### config.mk
export PLATFORM = sky130hd
export DESIGN_NAME = lcd_wave_seq
export DESIGN_NICKNAME = d
export VERILOG_FILES = /design/src/rtl/lcd_seq_pkg.sv /design/src/rtl/lcd_frame_prescaler.sv /design/src/rtl/lcd_phase_ctrl.sv /design/src/rtl/lcd_level_map.sv /design/src/rtl/lcd_wave_seq.sv
export SDC_FILE = /design/constraint.sdc
export NUM_CORES = 1
export LEC_CHECK = 0
export ABC_AREA = 1
export BUFFER_PORTS_ARGS = -buffer_cell sky130_fd_sc_hd__buf_2
export CORE_ASPECT_RATIO = 0.6
export CORE_UTILIZATION = 35
export CTS_CLUSTER_DIAMETER = 200
export DETAILED_ROUTE_END_ITERATION = 12
export HOLD_SLACK_MARGIN = 0.12
export PLACE_DENSITY_LB_ADDON = 0.05
export SYNTH_ARGS = -nofsm -noshare
export SYNTH_HDL_FRONTEND = slang
export SYNTH_SLANG_ARGS = --single-unit
export TNS_END_PERCENT = 50
### constraint.sdc
create_clock -name clk -period 3.76 [get_ports clk]
set_input_delay 0.188 -clock clk [delete_from_list [all_inputs] [get_ports clk]]
set_output_delay 0.188 -clock clk [all_outputs]
set_load 0.02 [all_outputs]
### src/rtl/lcd_seq_pkg.sv
package lcd_seq_pkg;

  typedef enum logic [1:0] {
    LVL_LOW  = 2'd0,
    LVL_MID  = 2'd1,
    LVL_HIGH = 2'd2,
    LVL_HIZ  = 2'd3
  } lvl_t;

  // Phase that follows ph inside a frame; frame is 2 phases direct, 4 duplex.
  function automatic logic [1:0] phase_after(input logic [1:0] ph, input logic duplex);
    logic [1:0] last;
    last = duplex ? 2'd3 : 2'd1;
    return (ph >= last) ? 2'd0 : ph + 2'd1;
  endfunction

  // Extreme level of the backplane that is active in this phase.
  function automatic lvl_t active_extreme(input logic [1:0] ph);
    return ph[0] ? LVL_LOW : LVL_HIGH;
  endfunction

  // Segment level relative to the active extreme: set bit = antiphase.
  function automatic lvl_t seg_drive(input lvl_t ext, input logic on);
    if (!on) return ext;
    return (ext == LVL_HIGH) ? LVL_LOW : LVL_HIGH;
  endfunction

  function automatic lvl_t duplex_bp(input logic [1:0] ph, input logic second);
    // first backplane active in phases 0,1; second in phases 2,3
    if (ph[1] != second) return LVL_MID;
    return active_extreme(ph);
  endfunction

endpackage

### src/rtl/lcd_frame_prescaler.sv
module lcd_frame_prescaler #(
  parameter int FRAME_CYCLES = 2777776
) (
  input  logic clk,
  input  logic rst_n,
  input  logic hold,
  input  logic duplex,
  output logic tick
);
  localparam int DIR_LEN = FRAME_CYCLES / 2;
  localparam int DUP_LEN = FRAME_CYCLES / 4;
  localparam int CW      = (DIR_LEN > 1) ? $clog2(DIR_LEN) : 1;
  localparam logic [CW-1:0] DIR_LAST = CW'(DIR_LEN - 1);
  localparam logic [CW-1:0] DUP_LAST = CW'(DUP_LEN - 1);

  logic [CW-1:0] cnt_q;
  logic [CW-1:0] last_cnt;

  assign last_cnt = duplex ? DUP_LAST : DIR_LAST;
  assign tick     = !hold && (cnt_q == last_cnt);

  always_ff @(posedge clk) begin
    if (!rst_n)        cnt_q <= '0;
    else if (hold)     cnt_q <= '0;
    else if (tick)     cnt_q <= '0;
    else               cnt_q <= cnt_q + 1'b1;
  end

  AST_CNT_IN_RANGE: assert property (@(posedge clk) disable iff (!rst_n)
    cnt_q <= last_cnt);

endmodule

### src/rtl/lcd_phase_ctrl.sv
module lcd_phase_ctrl
  import lcd_seq_pkg::*;
#(
  parameter int DATA_W = 64
) (
  input  logic              clk,
  input  logic              rst_n,
  input  logic              local_tick,
  input  logic              cascade_en,
  input  logic              sync_strobe_in,
  input  logic [1:0]        sync_phase_in,
  input  logic              mode_in,
  input  logic              bank_in,
  input  logic [DATA_W-1:0] data_in,
  output logic              adv,
  output logic [1:0]        nxt_phase,
  output logic              frame_start,
  output logic [1:0]        phase_q,
  output logic              run_q,
  output logic              mode_sh,
  output logic              bank_sh,
  output logic [DATA_W-1:0] data_sh
);

  assign adv         = cascade_en ? sync_strobe_in : local_tick;
  assign nxt_phase   = cascade_en ? sync_phase_in : phase_after(phase_q, mode_sh);
  assign frame_start = adv && (nxt_phase == 2'd0);

  always_ff @(posedge clk) begin
    if (!rst_n) begin
      phase_q <= 2'd3;
      run_q   <= 1'b0;
      mode_sh <= 1'b0;
      bank_sh <= 1'b0;
      data_sh <= '0;
    end else begin
      if (adv) phase_q <= nxt_phase;
      if (frame_start) begin
        run_q   <= 1'b1;
        mode_sh <= mode_in;
        bank_sh <= bank_in;
        data_sh <= data_in;
      end
    end
  end

  AST_SHADOW_FRAME: assert property (@(posedge clk) disable iff (!rst_n)
    !frame_start |=> ($stable(data_sh) && $stable(mode_sh) && $stable(bank_sh)));

  AST_PHASE_HOLD: assert property (@(posedge clk) disable iff (!rst_n)
    !adv |=> $stable(phase_q));

  AST_CASCADE_FOLLOW: assert property (@(posedge clk) disable iff (!rst_n)
    (cascade_en && sync_strobe_in) |=> (phase_q == $past(sync_phase_in)));

endmodule

### src/rtl/lcd_level_map.sv
module lcd_level_map
  import lcd_seq_pkg::*;
#(
  parameter int NUM_REGS = 8,
  parameter int REG_W    = 8
) (
  input  logic                         clk,
  input  logic                         rst_n,
  input  logic [1:0]                   phase,
  input  logic                         run,
  input  logic                         duplex,
  input  logic                         bank,
  input  logic                         cascade_en,
  input  logic [NUM_REGS*REG_W-1:0]    data,
  output logic [NUM_REGS/2*REG_W*2-1:0] seg_lvl,
  output logic [1:0]                   bp1_lvl,
  output logic [1:0]                   bp2_lvl
);
  localparam int NUM_SEG = NUM_REGS / 2 * REG_W;

  lvl_t ext_lvl;
  logic sel_odd;

  assign ext_lvl = active_extreme(phase);
  assign sel_odd = duplex ? phase[1] : bank;

  always_comb begin
    if (!run) begin
      bp1_lvl = cascade_en ? LVL_HIZ : LVL_LOW;
      bp2_lvl = cascade_en ? LVL_HIZ : LVL_LOW;
    end else if (duplex) begin
      bp1_lvl = duplex_bp(phase, 1'b0);
      bp2_lvl = duplex_bp(phase, 1'b1);
    end else begin
      bp1_lvl = ext_lvl;
      bp2_lvl = LVL_LOW;
    end
  end

  for (genvar i = 0; i < NUM_SEG; i++) begin : g_seg
    localparam int GRP = i / REG_W;
    localparam int BIT = i % REG_W;
    logic even_bit, odd_bit, on_bit;
    assign even_bit = data[(2*GRP)*REG_W + BIT];
    assign odd_bit  = data[(2*GRP+1)*REG_W + BIT];
    assign on_bit   = sel_odd ? odd_bit : even_bit;
    assign seg_lvl[2*i +: 2] = run ? seg_drive(ext_lvl, on_bit) : LVL_LOW;
  end

  AST_IDLE_QUIET: assert property (@(posedge clk) disable iff (!rst_n)
    !run |-> (seg_lvl == '0));

  AST_DUPLEX_ONE_MID: assert property (@(posedge clk) disable iff (!rst_n)
    (run && duplex) |-> ((bp1_lvl == LVL_MID) != (bp2_lvl == LVL_MID)));

  AST_DIRECT_BP2_LOW: assert property (@(posedge clk) disable iff (!rst_n)
    (run && !duplex) |-> (bp2_lvl == LVL_LOW && bp1_lvl != LVL_MID));

endmodule

### src/rtl/lcd_wave_seq.sv
module lcd_wave_seq
  import lcd_seq_pkg::*;
#(
  parameter int FRAME_CYCLES = 2777776,
  parameter int NUM_REGS     = 8,
  parameter int REG_W        = 8
) (
  input  logic                          clk,
  input  logic                          rst_n,
  input  logic [NUM_REGS*REG_W-1:0]     seg_data,
  input  logic                          mode_duplex,
  input  logic                          bank_sel,
  input  logic                          cascade_en,
  input  logic                          sync_strobe_in,
  input  logic [1:0]                    sync_phase_in,
  output logic [NUM_REGS/2*REG_W*2-1:0] seg_lvl,
  output logic [1:0]                    bp1_lvl,
  output logic [1:0]                    bp2_lvl,
  output logic                          sync_strobe_out,
  output logic [1:0]                    sync_phase_out
);
  localparam int DATA_W = NUM_REGS * REG_W;

  logic              local_tick;
  logic              adv;
  logic [1:0]        nxt_phase;
  logic              frame_start;
  logic [1:0]        phase_q;
  logic              run_q;
  logic              mode_sh;
  logic              bank_sh;
  logic [DATA_W-1:0] data_sh;

  lcd_frame_prescaler #(.FRAME_CYCLES(FRAME_CYCLES)) u_presc (
    .clk    (clk),
    .rst_n  (rst_n),
    .hold   (cascade_en),
    .duplex (mode_sh),
    .tick   (local_tick)
  );

  lcd_phase_ctrl #(.DATA_W(DATA_W)) u_phase (
    .clk            (clk),
    .rst_n          (rst_n),
    .local_tick     (local_tick),
    .cascade_en     (cascade_en),
    .sync_strobe_in (sync_strobe_in),
    .sync_phase_in  (sync_phase_in),
    .mode_in        (mode_duplex),
    .bank_in        (bank_sel),
    .data_in        (seg_data),
    .adv            (adv),
    .nxt_phase      (nxt_phase),
    .frame_start    (frame_start),
    .phase_q        (phase_q),
    .run_q          (run_q),
    .mode_sh        (mode_sh),
    .bank_sh        (bank_sh),
    .data_sh        (data_sh)
  );

  lcd_level_map #(.NUM_REGS(NUM_REGS), .REG_W(REG_W)) u_map (
    .clk        (clk),
    .rst_n      (rst_n),
    .phase      (phase_q),
    .run        (run_q),
    .duplex     (mode_sh),
    .bank       (bank_sh),
    .cascade_en (cascade_en),
    .data       (data_sh),
    .seg_lvl    (seg_lvl),
    .bp1_lvl    (bp1_lvl),
    .bp2_lvl    (bp2_lvl)
  );

  assign sync_strobe_out = adv;
  assign sync_phase_out  = nxt_phase;

  AST_RUN_AFTER_START: assert property (@(posedge clk) disable iff (!rst_n)
    frame_start |=> run_q && phase_q == 2'd0);

endmodule

==> flow_summary.ini <==
[run_status]
run_status = finished clean

[timing]
period_minus_slack_ns = 2.704
slew_violations = 0
finalWorstSetupSlack_ns = 1.056
setup_violations = 0
achievable-frequency_mhz = 369.8
relSlewSlack = 0.1212
worst_pin_slew_ns = 1.316
skew_ns = 0.006489
tns_ns = 0
grt_setup_unrepaired = false
whs_ns = 0.1481
fin_crit_sh = 0.7192
finalHoldViolations = 0

[die]
die_y_um = 97.54
die-width_um = 161.2
ios = 143
coreArea_sq_um = 14680
rows = 34
start_util = 0.3627
die_area_sq_um = 15720

[setup_path]
rr_endpoint = u_phase.data_sh[10]$_SDFFE_PN0P_
worstRegToRegCells = 9
regToRegSetupSlack_ns = 1.32
required_ns = 3.57
arrival_ns = 2.52
reg2reg_from = u_presc.cnt_q[0]$_SDFF_PP0_
worstPathMaxFanout = 19
cp-start-kind = flip-flop
worstSetupEndpointType = output pin
critical_path_class = flip-flop to output pin

[pwr]
peakVddDrop_v = 0.0001877
power.density_nw_per_um2 = 380.7
total_power_mw = 2.283
p_leak_nw = 2.750

[synth]
netlist.area_leader.share = 0.3384
synth_cell_type_count = 36
synth_flop_cell = dfxtp_1
yosysTopAreaCell = dfxtp_1
synth_compound_area_frac = 0.1514
synth_top_family_by_area = simple AND/OR/NAND/NOR gates
synth_simple_gate_area_frac = 0.2517
synthXorXnorAreaFrac = 0.006580
ys_seq_area_frac = 0.3384
yosys-top-cells-area = dfxtp_1 34%, a21oi_1 10%, nand2_1 8.5%
synthesis.area_sq_um = 5324
syn-instance-count = 786
avgSynthCellArea_sq_um = 6.773
synthAdderAreaFrac = 0.01410
synth_edf_count = 0
async_reset_ff_frac = 0
synth_seq_cells = 90
yosysWarnings = 0
muxShareOfSynthArea = 0.06016

[layout]
area_growth_pct = 12.64
n_antenna_cell = 0
fin_util = 0.4086
fin_nets = 937
fillers = 1615
instances_no_fill = 1060
layout-drive-gt1-share = 0.1624
stdcell_area_sq_um = 5997

[clock_network]
cts_made_buffers = 9
post_cts_buffers = 0
clk_path_buf_depth = 2
cts_tree = built
root_buffer = clkbuf_16
post_cts_resized = 0
insertion_delay_ns = 0.34
htreeDepth = 3
path_clk_slew_ns = 0.06
hold_buffers = 0
cts.sinks = 90

[detailed_routing]
wirelength_mm = 14.27
vias = 4956
first_pass_iters = 4
wl_per_cell_um = 13.47
drc = 0
drtIter0Drc = 378
routed_via_density = 4.675
ant_nets = 0

[worst_hold_path]
min_path_type = input port to flip-flop
hold_start = rst_n
min_to = u_phase.run_q$_SDFFE_PN0P_
hold_depth = 3

[global_routing]
grt_pass1_vias = 4403
antenna_found_initial = 0
grt_max_degree = 71
track_usage = 0.1840
grt_first_pass_wirelength_mm = 23.17
overflow = 0

[placement]
gp_congestion = 0.8584
hpwl_mm = 9.701
preCtsSetupSlack_ns = 1.337
place_inst = 1046
dpl_cell_area_sq_um = 5737
port_buffers = 110

[run]
maxCapViolations = 0
-- cells in the mapped netlist, types with 5 or more instances --
cell type and count:
mux2i_1 32, nand2_1 120, nor3_1 11, a21oi_1 110
nor2_1 97, nand4_1 5, clkbuf_1 23, ha_1 6
o21ai_0 36, buf_4 32, inv_1 93, buf_2 11
nand3_1 74, dfxtp_1 90, buf_6 16
-- registers in the layout, indices dropped and copies added, names as in the netlist --
register	flops
u_phase.bank_sh	1
u_phase.data_sh	64
u_phase.mode_sh	1
u_phase.phase_q	2
u_phase.run_q	1
u_presc.cnt_q	21
-- final cells by class --
| class | count | area (sq um) | share of cell area |
|---|---|---|---|
| multi-input combinational | 547 | 2714 | 0.4525 |
| tap | 198 | 247.7 | 0.04131 |
| timing repair buffer | 118 | 623.1 | 0.1039 |
| inverter | 93 | 349.1 | 0.05821 |
| clock buffer | 11 | 242.7 | 0.04048 |
| sequential | 90 | 1803 | 0.3006 |
| clock inverter | 3 | 17.52 | 0.002921 |
-- routing by layer --
metal,global-route usage,vias to the layer above,part of all wire
met4,0.03919,0,0.0083
li1,-,2611,-
met5,0,-,0
met1,0.2921,2188,0.56
met3,0.03841,11,0.057
met2,0.2450,146,0.38
-- worst max-delay path, stage by stage (launching register included) --
cell and delay [ns]:
dfxtp_1 0.49, inv_1 0.20, o21ai_4 0.18, buf_4 0.37, mux2i_1 0.27, o21ai_0 0.10, a21oi_1 0.33, buf_2 0.23
-- power by group --
| group | internal, mW | switching (mW) | total [mW] | leakage, nW |
|---|---|---|---|---|
| combinational | 0.140 | 0.272 | 0.412 | 1.89 |
| clock | 0.457 | 0.373 | 0.830 | 0.127 |
| sequential | 1.00 | 0.0398 | 1.04 | 0.734 |
-- layout by cell type, fill, tap and decap left out, drive strengths merged --
cell type  synthesis  layout
a31oi              2       2
and3               1       1
nor4               1       1
ha                 6       6
o21ai             39      39
o31ai              1       1
nand3             75      75
or2                2       2
clkinv             0       2
buf               63     118
mux2i             32      32
nand4              5       5
inv               93      93
conb               1      32
nor2              99      99
xnor2              1       1
dfxtp             90      90
a21oi            111     111
clkbuf            24      11
nor3b              1       1
o211ai             3       3
nand3b             1       1
clkinvlp           0       1
xor2               3       3
nand2            121     121
nor3              11      11
-- cell families after synthesis --
kind of cell / Yosys count
XOR/XNOR: 4
AO/OA/AOI/OAI: 156
multiplexers: 32
adder cells (fa/ha/maj): 6
buffers and inverters: 180
AND/OR/NAND/NOR: 317
other: 1
flip-flops: 90
-- worst max path at each step --
stage / endpoint / start / cells past startpoint
after floorplan: u_phase.data_sh[29]$_SDFFE_PN0P_ / u_phase.phase_q[0]$_SDFFE_PN1P_ / 10
after global placement: u_phase.mode_sh$_SDFFE_PN0P_ / u_phase.phase_q[0]$_SDFFE_PN1P_ / 9
after detailed placement: u_phase.data_sh[14]$_SDFFE_PN0P_ / u_phase.phase_q[0]$_SDFFE_PN1P_ / 9
after CTS: seg_lvl[1] / u_phase.mode_sh$_SDFFE_PN0P_ / 7
after global routing: seg_lvl[1] / u_phase.mode_sh$_SDFFE_PN0P_ / 7
final: seg_lvl[1] / u_phase.mode_sh$_SDFFE_PN0P_ / 7
Power figures use the tool's default switching activity.
